`src/rtl/rbw_pkg.sv`:
```
package rbw_pkg;
  typedef enum logic [1:0] {
    CLS_MOVW  = 2'd0,
    CLS_MOVB  = 2'd1,
    CLS_LI    = 2'd2,
    CLS_IMMOP = 2'd3
  } op_cls_e;

  typedef enum logic [2:0] {
    PH_IDLE  = 3'd0,
    PH_FETCH = 3'd1,
    PH_OPND  = 3'd2,
    PH_DRD   = 3'd3,
    PH_WR    = 3'd4
  } phase_e;

  // classes whose destination is read before it is written
  function automatic logic reads_dest(op_cls_e c);
    return c != CLS_LI;
  endfunction

  // classes whose second word is the immediate at PC+2
  function automatic logic uses_imm(op_cls_e c);
    return (c == CLS_LI) || (c == CLS_IMMOP);
  endfunction
endpackage

```
`src/rtl/rbw_ctrl.sv`:
```
module rbw_ctrl
  import rbw_pkg::*;
(
  input  logic    clk,
  input  logic    rst_n,
  input  logic    start,
  input  op_cls_e cls_in,
  output logic    accept,
  output phase_e  ph,
  output op_cls_e cls_q,
  output logic    busy,
  output logic    done,
  output logic    rd_stb,
  output logic    wr_stb
);
  phase_e ph_nx;
  logic   done_q;

  assign accept = start && (ph == PH_IDLE);
  assign busy   = (ph != PH_IDLE);
  assign done   = done_q;
  assign rd_stb = (ph == PH_FETCH) || (ph == PH_OPND) || (ph == PH_DRD);
  assign wr_stb = (ph == PH_WR);

  always_comb begin
    ph_nx = ph;
    unique case (ph)
      PH_IDLE:  if (accept) ph_nx = PH_FETCH;
      PH_FETCH: ph_nx = PH_OPND;
      PH_OPND:  ph_nx = reads_dest(cls_q) ? PH_DRD : PH_WR;
      PH_DRD:   ph_nx = PH_WR;
      PH_WR:    ph_nx = PH_IDLE;
      default:  ph_nx = PH_IDLE;
    endcase
  end

  always_ff @(posedge clk) begin
    if (!rst_n) begin
      ph     <= PH_IDLE;
      cls_q  <= CLS_MOVW;
      done_q <= 1'b0;
    end else begin
      ph     <= ph_nx;
      done_q <= (ph == PH_WR);
      if (accept) cls_q <= cls_in;
    end
  end

  p_one_strobe_r10: assert property (@(posedge clk) disable iff (!rst_n)
    !(rd_stb && wr_stb));
  p_read_first_r2: assert property (@(posedge clk) disable iff (!rst_n)
    (wr_stb && cls_q != CLS_LI) |-> $past(ph) == PH_DRD);
  p_li_no_read_r4: assert property (@(posedge clk) disable iff (!rst_n)
    (wr_stb && cls_q == CLS_LI) |-> $past(ph) == PH_OPND);
  p_done_after_wr_r7: assert property (@(posedge clk) disable iff (!rst_n)
    done |-> ($past(ph) == PH_WR) && !busy);
  p_hold_class_r8: assert property (@(posedge clk) disable iff (!rst_n)
    (busy && ph != PH_WR) |=> $stable(cls_q));
endmodule

```
`src/rtl/rbw_addr.sv`:
```
module rbw_addr
  import rbw_pkg::*;
#(
  parameter int AW   = 16,
  parameter int REGW = 4
) (
  input  phase_e          ph,
  input  op_cls_e         cls_q,
  input  logic [AW-1:0]   pc_q,
  input  logic [AW-1:0]   wp_q,
  input  logic [REGW-1:0] reg_q,
  input  logic [AW-1:0]   src_q,
  input  logic [AW-1:0]   dst_q,
  output logic [AW-1:0]   addr
);
  localparam logic [AW-1:0] WORD_STEP = AW'(2);
  logic [AW-1:0] reg_addr, raw;

  assign reg_addr = wp_q + AW'({reg_q, 1'b0});

  always_comb begin
    unique case (ph)
      PH_FETCH: raw = pc_q;
      PH_OPND:  raw = uses_imm(cls_q) ? pc_q + WORD_STEP : src_q;
      PH_DRD,
      PH_WR:    raw = uses_imm(cls_q) ? reg_addr : dst_q;
      default:  raw = '0;
    endcase
    addr = {raw[AW-1:1], 1'b0};
  end
endmodule

```
`src/rtl/rbw_merge.sv`:
```
module rbw_merge
  import rbw_pkg::*;
#(
  parameter int DW = 16
) (
  input  op_cls_e       cls_q,
  input  logic          src_lo,
  input  logic          dst_lo,
  input  logic [DW-1:0] opnd,
  input  logic [DW-1:0] dest,
  input  logic [DW-1:0] ext,
  output logic [DW-1:0] wdata
);
  localparam int BW = DW / 2;
  logic [BW-1:0] sel_byte;
  logic [DW-1:0] merged;

  assign sel_byte = src_lo ? opnd[BW-1:0] : opnd[DW-1:BW];

  generate
    for (genvar h = 0; h < 2; h++) begin : g_half
      // half 1 is the high byte (even address), half 0 the low byte (odd)
      localparam logic HALF_LO = (h == 0);
      assign merged[h*BW +: BW] = (dst_lo == HALF_LO) ? sel_byte : dest[h*BW +: BW];
    end
  endgenerate

  always_comb begin
    unique case (cls_q)
      CLS_MOVB:  wdata = merged;
      CLS_IMMOP: wdata = ext;
      default:   wdata = opnd;
    endcase
  end
endmodule

```
`src/rtl/rbw_seq.sv`:
```
module rbw_seq
  import rbw_pkg::*;
#(
  parameter int AW   = 16,
  parameter int DW   = 16,
  parameter int REGW = 4
) (
  input  logic            clk,
  input  logic            rst_n,
  input  logic            start,
  input  logic [1:0]      op_cls,
  input  logic [AW-1:0]   pc,
  input  logic [AW-1:0]   wp,
  input  logic [REGW-1:0] reg_sel,
  input  logic [AW-1:0]   src_addr,
  input  logic [AW-1:0]   dst_addr,
  input  logic [DW-1:0]   ext_result,
  output logic            busy,
  output logic            done,
  output logic [AW-1:0]   mem_addr,
  output logic            mem_rd,
  output logic            mem_wr,
  output logic [DW-1:0]   mem_wdata,
  input  logic [DW-1:0]   mem_rdata,
  output logic [DW-1:0]   instr_word,
  output logic [DW-1:0]   opnd_word,
  output logic [DW-1:0]   dst_word
);
  logic            accept;
  phase_e          ph;
  op_cls_e         cls_q;
  logic [AW-1:0]   pc_q, wp_q, src_q, dst_q;
  logic [REGW-1:0] reg_q;
  logic [DW-1:0]   instr_q, opnd_q, dest_q;

  rbw_ctrl u_ctrl (
    .clk(clk), .rst_n(rst_n), .start(start), .cls_in(op_cls_e'(op_cls)),
    .accept(accept), .ph(ph), .cls_q(cls_q), .busy(busy), .done(done),
    .rd_stb(mem_rd), .wr_stb(mem_wr)
  );

  rbw_addr #(.AW(AW), .REGW(REGW)) u_addr (
    .ph(ph), .cls_q(cls_q), .pc_q(pc_q), .wp_q(wp_q), .reg_q(reg_q),
    .src_q(src_q), .dst_q(dst_q), .addr(mem_addr)
  );

  rbw_merge #(.DW(DW)) u_merge (
    .cls_q(cls_q), .src_lo(src_q[0]), .dst_lo(dst_q[0]), .opnd(opnd_q),
    .dest(dest_q), .ext(ext_result), .wdata(mem_wdata)
  );

  always_ff @(posedge clk) begin
    if (!rst_n) begin
      pc_q    <= '0;
      wp_q    <= '0;
      reg_q   <= '0;
      src_q   <= '0;
      dst_q   <= '0;
      instr_q <= '0;
      opnd_q  <= '0;
      dest_q  <= '0;
    end else begin
      if (accept) begin
        pc_q  <= pc;
        wp_q  <= wp;
        reg_q <= reg_sel;
        src_q <= src_addr;
        dst_q <= dst_addr;
      end
      if (ph == PH_FETCH) instr_q <= mem_rdata;
      if (ph == PH_OPND)  opnd_q  <= mem_rdata;
      if (ph == PH_DRD)   dest_q  <= mem_rdata;
    end
  end

  assign instr_word = instr_q;
  assign opnd_word  = opnd_q;
  assign dst_word   = dest_q;

  p_same_word_r2: assert property (@(posedge clk) disable iff (!rst_n)
    (mem_wr && cls_q != CLS_LI) |-> mem_addr == $past(mem_addr));
  p_even_bus_r6: assert property (@(posedge clk) disable iff (!rst_n)
    (mem_rd || mem_wr) |-> !mem_addr[0]);
  p_idle_quiet_r1: assert property (@(posedge clk) disable iff (!rst_n)
    !busy |-> !(mem_rd || mem_wr));
endmodule

```
`config.mk`:
```
export PLATFORM = sky130hd
export DESIGN_NAME = rbw_seq
export DESIGN_NICKNAME = d
export VERILOG_FILES = /design/src/rtl/rbw_pkg.sv /design/src/rtl/rbw_ctrl.sv /design/src/rtl/rbw_addr.sv /design/src/rtl/rbw_merge.sv /design/src/rtl/rbw_seq.sv
export SDC_FILE = /design/constraint.sdc
export NUM_CORES = 1
export LEC_CHECK = 0
export BUFFER_PORTS_ARGS = -buffer_cell sky130_fd_sc_hd__buf_2
export CAP_MARGIN = 10
export CORE_ASPECT_RATIO = 1.25
export CORE_UTILIZATION = 49
export CTS_CLUSTER_SIZE = 8
export DETAILED_ROUTE_END_ITERATION = 8
export PLACE_DENSITY = 0.85
export SYNTH_ARGS = -nofsm -noshare
export SYNTH_HDL_FRONTEND = slang
export SYNTH_SLANG_ARGS = --single-unit
```
`constraint.sdc`:
```
create_clock -name clk -period 2.6 [get_ports clk]
set_input_delay 0.39 -clock clk [delete_from_list [all_inputs] [get_ports clk]]
set_output_delay 0.39 -clock clk [all_outputs]
set_load 0.02 [all_outputs]
```
# Yosys cells after proc, flatten, opt, wreduce, memory -nomap -nowiden
# Cells that the tools add are included.
[op_classes]
add_sub_neg = 2
eq_ne = 9
muxes = 10
n_reduce_logical = 7
[op_table]
columns = ["cell", "count"]
rows = [
  ["one-hot mux 16 bit (3 select lines)", 1],
  ["two-way mux 16 bit", 2],
  ["one-hot mux 16 bit (2 select lines)", 1],
  ["two-way mux 8 bit", 3],
  ["adder 16 x 2 -> 16 bit, second input constant", 1],
  ["adder 16 x 5 -> 16 bit", 1],
  ["one-hot mux 3 bit (4 select lines)", 1],
  ["== test 3 x 2 -> 1 bit, second input constant", 2],
  ["two-way mux 3 bit", 2],
  ["== test 2 bit, second input constant", 2],
  ["!= test 2 bit, second input constant", 2],
  ["== test 3 x 1 -> 1 bit, second input constant", 1],
  ["== test 3 bit, second input constant", 1],
  ["zero test 3 bit", 1],
  ["logical OR 1 bit", 3],
  ["nonzero test 3 bit", 1],
  ["== test 2 x 1 -> 1 bit, second input constant", 1],
  ["OR reduction 2 bit", 1],
  ["logical AND 1 bit", 1],
]
[word_totals]
reg_bits = 122
out_inout_bits = 84

# Longest topological paths before layout
[depth]
word_depth = 4
mapped_depth = 8

# By module
# From an unflattened synthesis, not the netlist that was laid out.
[unflattened]
hier_cells = 685
hier_area_um2 = 6563.8
[by_module_without_submodules]
columns = ["mod", "n_inst", "cells_each", "area_per_inst_um2"]
rows = [
  ["rbw_seq", 1, 396, 4339.2],
  ["rbw_addr", 1, 195, 1430.1],
  ["rbw_merge", 1, 66, 529.3],
  ["rbw_ctrl", 1, 28, 265.3],
]

# Worst setup path after synthesis
# No wires, ideal clock.
[synth_timing]
kind = "flip-flop to output port"
start = "register reg_q[0]"
end = "output port mem_addr[11]"
t_arrival_ps = 2156
required_ps = 2210
slack_ps = 54
stages_incl_launch_ff = 9
path_buffers = 0
path_cell_list = "dfxtp_1 -> ha_1 -> inv_1 -> fa_1 -> nand2b_1 -> a21oi_1 -> and4_1 -> nor3_1 -> o31ai_1"
[synth_between]
elab_chain_cells = 3
[synth_lines]
columns = ["element", "line", "rtl"]
rows = [
  ["start, declared", "rbw_seq.sv:33", "logic [REGW-1:0] reg_q;"],
  ["start signal, assigned", "rbw_seq.sv:66", "reg_q <= reg_sel;"],
  ["adder 16 x 5 -> 16 bit", "rbw_addr.sv:19", "assign reg_addr = wp_q + AW'({reg_q, 1'b0});"],
  ["two-way mux 16 bit", "rbw_addr.sv:26", "PH_WR: raw = uses_imm(cls_q) ? reg_addr : dst_q;"],
  ["one-hot mux 16 bit (3 select lines)", "rbw_addr.sv:22", "unique case (ph)"],
  ["end, declared", "rbw_seq.sv:20", "output logic [AW-1:0] mem_addr,"],
]
# Every way passes these cells.

# Worst setup path in the final report
[layout_timing]
start = "register reg_q[1]"
end = "output port mem_addr[6]"
# The elaborated chain is that of the path after synthesis.

==> flow_summary.yaml <==
status:
  status: "finished, violations left"
  violations: "negative setup slack"
sta:
  fin_hold_ws_ps: 205
  hold_viol: 0
  min_period_ps: 2780
  worstMarginPinSlew_ps: 649
  timing.fmax_ghz: 0.360
  drv_slew: 0
  fin_tns_setup_ps: -1010
  setup_violations: 9
  fin_ws_ps: -175
  finClkSkew_ps: 5.50
  max_slew_margin: 0.566
  rsz0062_at_grt: "true"
  fin_crit_sh: 1.07
layout:
  area_growth_pct: 30.6
  drive_gt1_frac: 0.277
  layout_commonest_cell: "nand2_1"
  antennaDiodeCount: 0
  final_cell_mix: "nand2_1 (257), buf_2 (179), dfxtp_1 (113), a21boi_0 (73), nor2_1 (48)"
  fin_cells: 1174
  fin_nets: 1108
  utilization: 0.665
detailed_routing:
  drtIter0Drc: 369
  first_pass_iters: 5
  routed_wl_um: 19700
  ant_nets: 0
  via_per_inst: 5.56
  vias: 6526
  avgRoutedWirePerCell_um: 16.8
  drcViolationCount: 0
setup_path:
  reg2reg_slack_ps: 630
  crit_fanout: 5
  critPathKind: "flop to output pin"
  cp-end-kind: "output pin"
  start_kind: "flop"
  reg2reg_depth: 6
  required_ps: 2210
  arrival_ps: 2390
global_route:
  grt_overflow: 0
  grt_max_degree: 51
  grt_pass1_wl_um: 29800
  first_global_vias: 6057
  antenna_found_initial: 0
  grtUsageTotal: 0.300
place:
  dp.cells: 1138
  gp_congestion: 0.957
  dpl.hpwl_um: 14000
  dp_slack_ps: 30.3
  port_buffers: 185
cts:
  cts_sinks: 120
  insertion_delay_ps: 420
  cts-root-buf: "clkbuf_16"
  clock_path_buffers: 2
  clk_pin_slew_ps: 60
  cts_made_buffers: 17
  cts_tree: "done"
  htreeDepth: 4
yosys:
  synthFlopType: "dfxtp_1"
  netlist_instances: 828
  syn_area_um2: 6250
  synth_top_area_frac: 0.384
  async_flop_share: 0
  synth_enable_flop_cells: 0
  synth.largest_area_cell: "dfxtp_1"
  seq_area_frac_synth: 0.384
  ys_seq_elements: 120
  synth_top_cells_by_area: "dfxtp_1 (38%), nand2_1 (15%), a21boi_0 (8.8%)"
  synth_cell_types: 57
  synth_warnings: 0
  synth_nets: 939
  synth.avg_cell_area_um2: 7.55
floorplanning:
  start_util: 0.509
  die_h_um: 128
  design.core.area_um2: 12300
  ioPinCount: 189
  core.rowCount: 45
  die_width_um: 103
  die_area_um2: 13200
power_and_ir_drop:
  cellPowerDensity_nw_per_um2: 670
  p_leak_nw: 3.40
  vdd_drop_max_mv: 0.489
hold_path:
  hold_class: "input port to flop"
  hold_depth: 3
flow_run:
  maxCapViolCount: 0
==> registers in the layout, indices dropped and copies added (netlist names) <==
signal	cells
dst_word	16
instr_word	16
u_ctrl.ph	3
opnd_word	16
wp_q	15
u_ctrl.done	1
u_ctrl.cls_q	2
reg_q	4
src_q	16
pc_q	15
dst_q	16
==> synth_stat cells, types with 7 or more instances <==
library cell / number
a21oi_1: 43
a21boi_1: 43
dfxtp_1: 120
inv_1: 12
a21boi_0: 73
nand2_1: 258
clkbuf_1: 38
nor2_1: 49
mux2i_1: 15
a211oi_1: 20
o221ai_1: 9
nor3_1: 7
o21ai_0: 10
xor2_1: 9
buf_2: 23
xnor2_1: 9
nand3_1: 12
==> what timing repair did <==
item                       4_1_cts  5_1_grt
resized for setup               28       12
hold buffers                     0        0
setup buffers                    2        2
gates cloned                     0        0
setup endpoints to repair       12       12
pin swaps                        7        9
hold endpoints to repair         0        0
==> path summary, 6_finish.rpt <==
check,startpoint,endpoint
worst max-delay path,reg_q[1]$_SDFFE_PN0P_,mem_addr[6]
worst min-delay path,dst_addr[13],dst_q[13]$_SDFFE_PN0P_
worst min register to register,instr_word[12]$_SDFFE_PN0P_,instr_word[12]$_SDFFE_PN0P_
worst max register to register,u_ctrl.ph[2]$_SDFFE_PN0P_,src_q[2]$_SDFFE_PN0P_
==> metrics by stage <==
step,total power [mW],cell area [um2]
6_report,5.46,8160
5_1_grt,5.69,8160
4_1_cts,5.46,8100
3_5_place_dp,3.03,7350
3_3_place_gp,3.01,7350
2_1_floorplan,2.68,6250
==> where the power goes <==
part           leakage, nW  switching (mW)  internal, mW  total (mW)
Sequential           0.983           0.136          1.96        2.09
Clock                0.282           0.890          1.54        2.43
Combinational         2.13           0.569         0.370       0.939
==> kinds of logic after synthesis <==
logic type | Yosys count | share of synthesized area
simple gates | 359 | 0.238
compound gates | 230 | 0.260
xor+xnor | 18 | 0.0252
flops | 120 | 0.384
mux | 16 | 0.0258
fa+ha+maj | 6 | 0.0132
other cells | 1 | 0.000600
buf+inv | 78 | 0.0533
==> worst max-delay path: stages (launching register included) <==
cell	delay (ps)
dfxtp_1	320
ha_1	290
a21oi_1	310
o211ai_4	180
xnor2_1	220
o22ai_1	130
a221o_1	340
buf_2	170
==> layout make-up <==
type	instances	area, um2
inverter	13	48.8
tap	164	205
sequential	120	2410
clock inverter	13	171
clock buffer	19	443
timing repair buffer	215	1220
fill	1085	4110
multi-input combinational	630	3650
==> per-layer routing <==
metal  routed length, um  global-route usage  vias to the layer above
met5                   0                   0                        -
met4                 852               0.166                        0
met3                1380              0.0660                       57
met2               10100               0.550                      287
met1                7420               0.311                     3025
li1                    -                   -                     3157
Note: power is estimated with default switching activity, not from simulation.
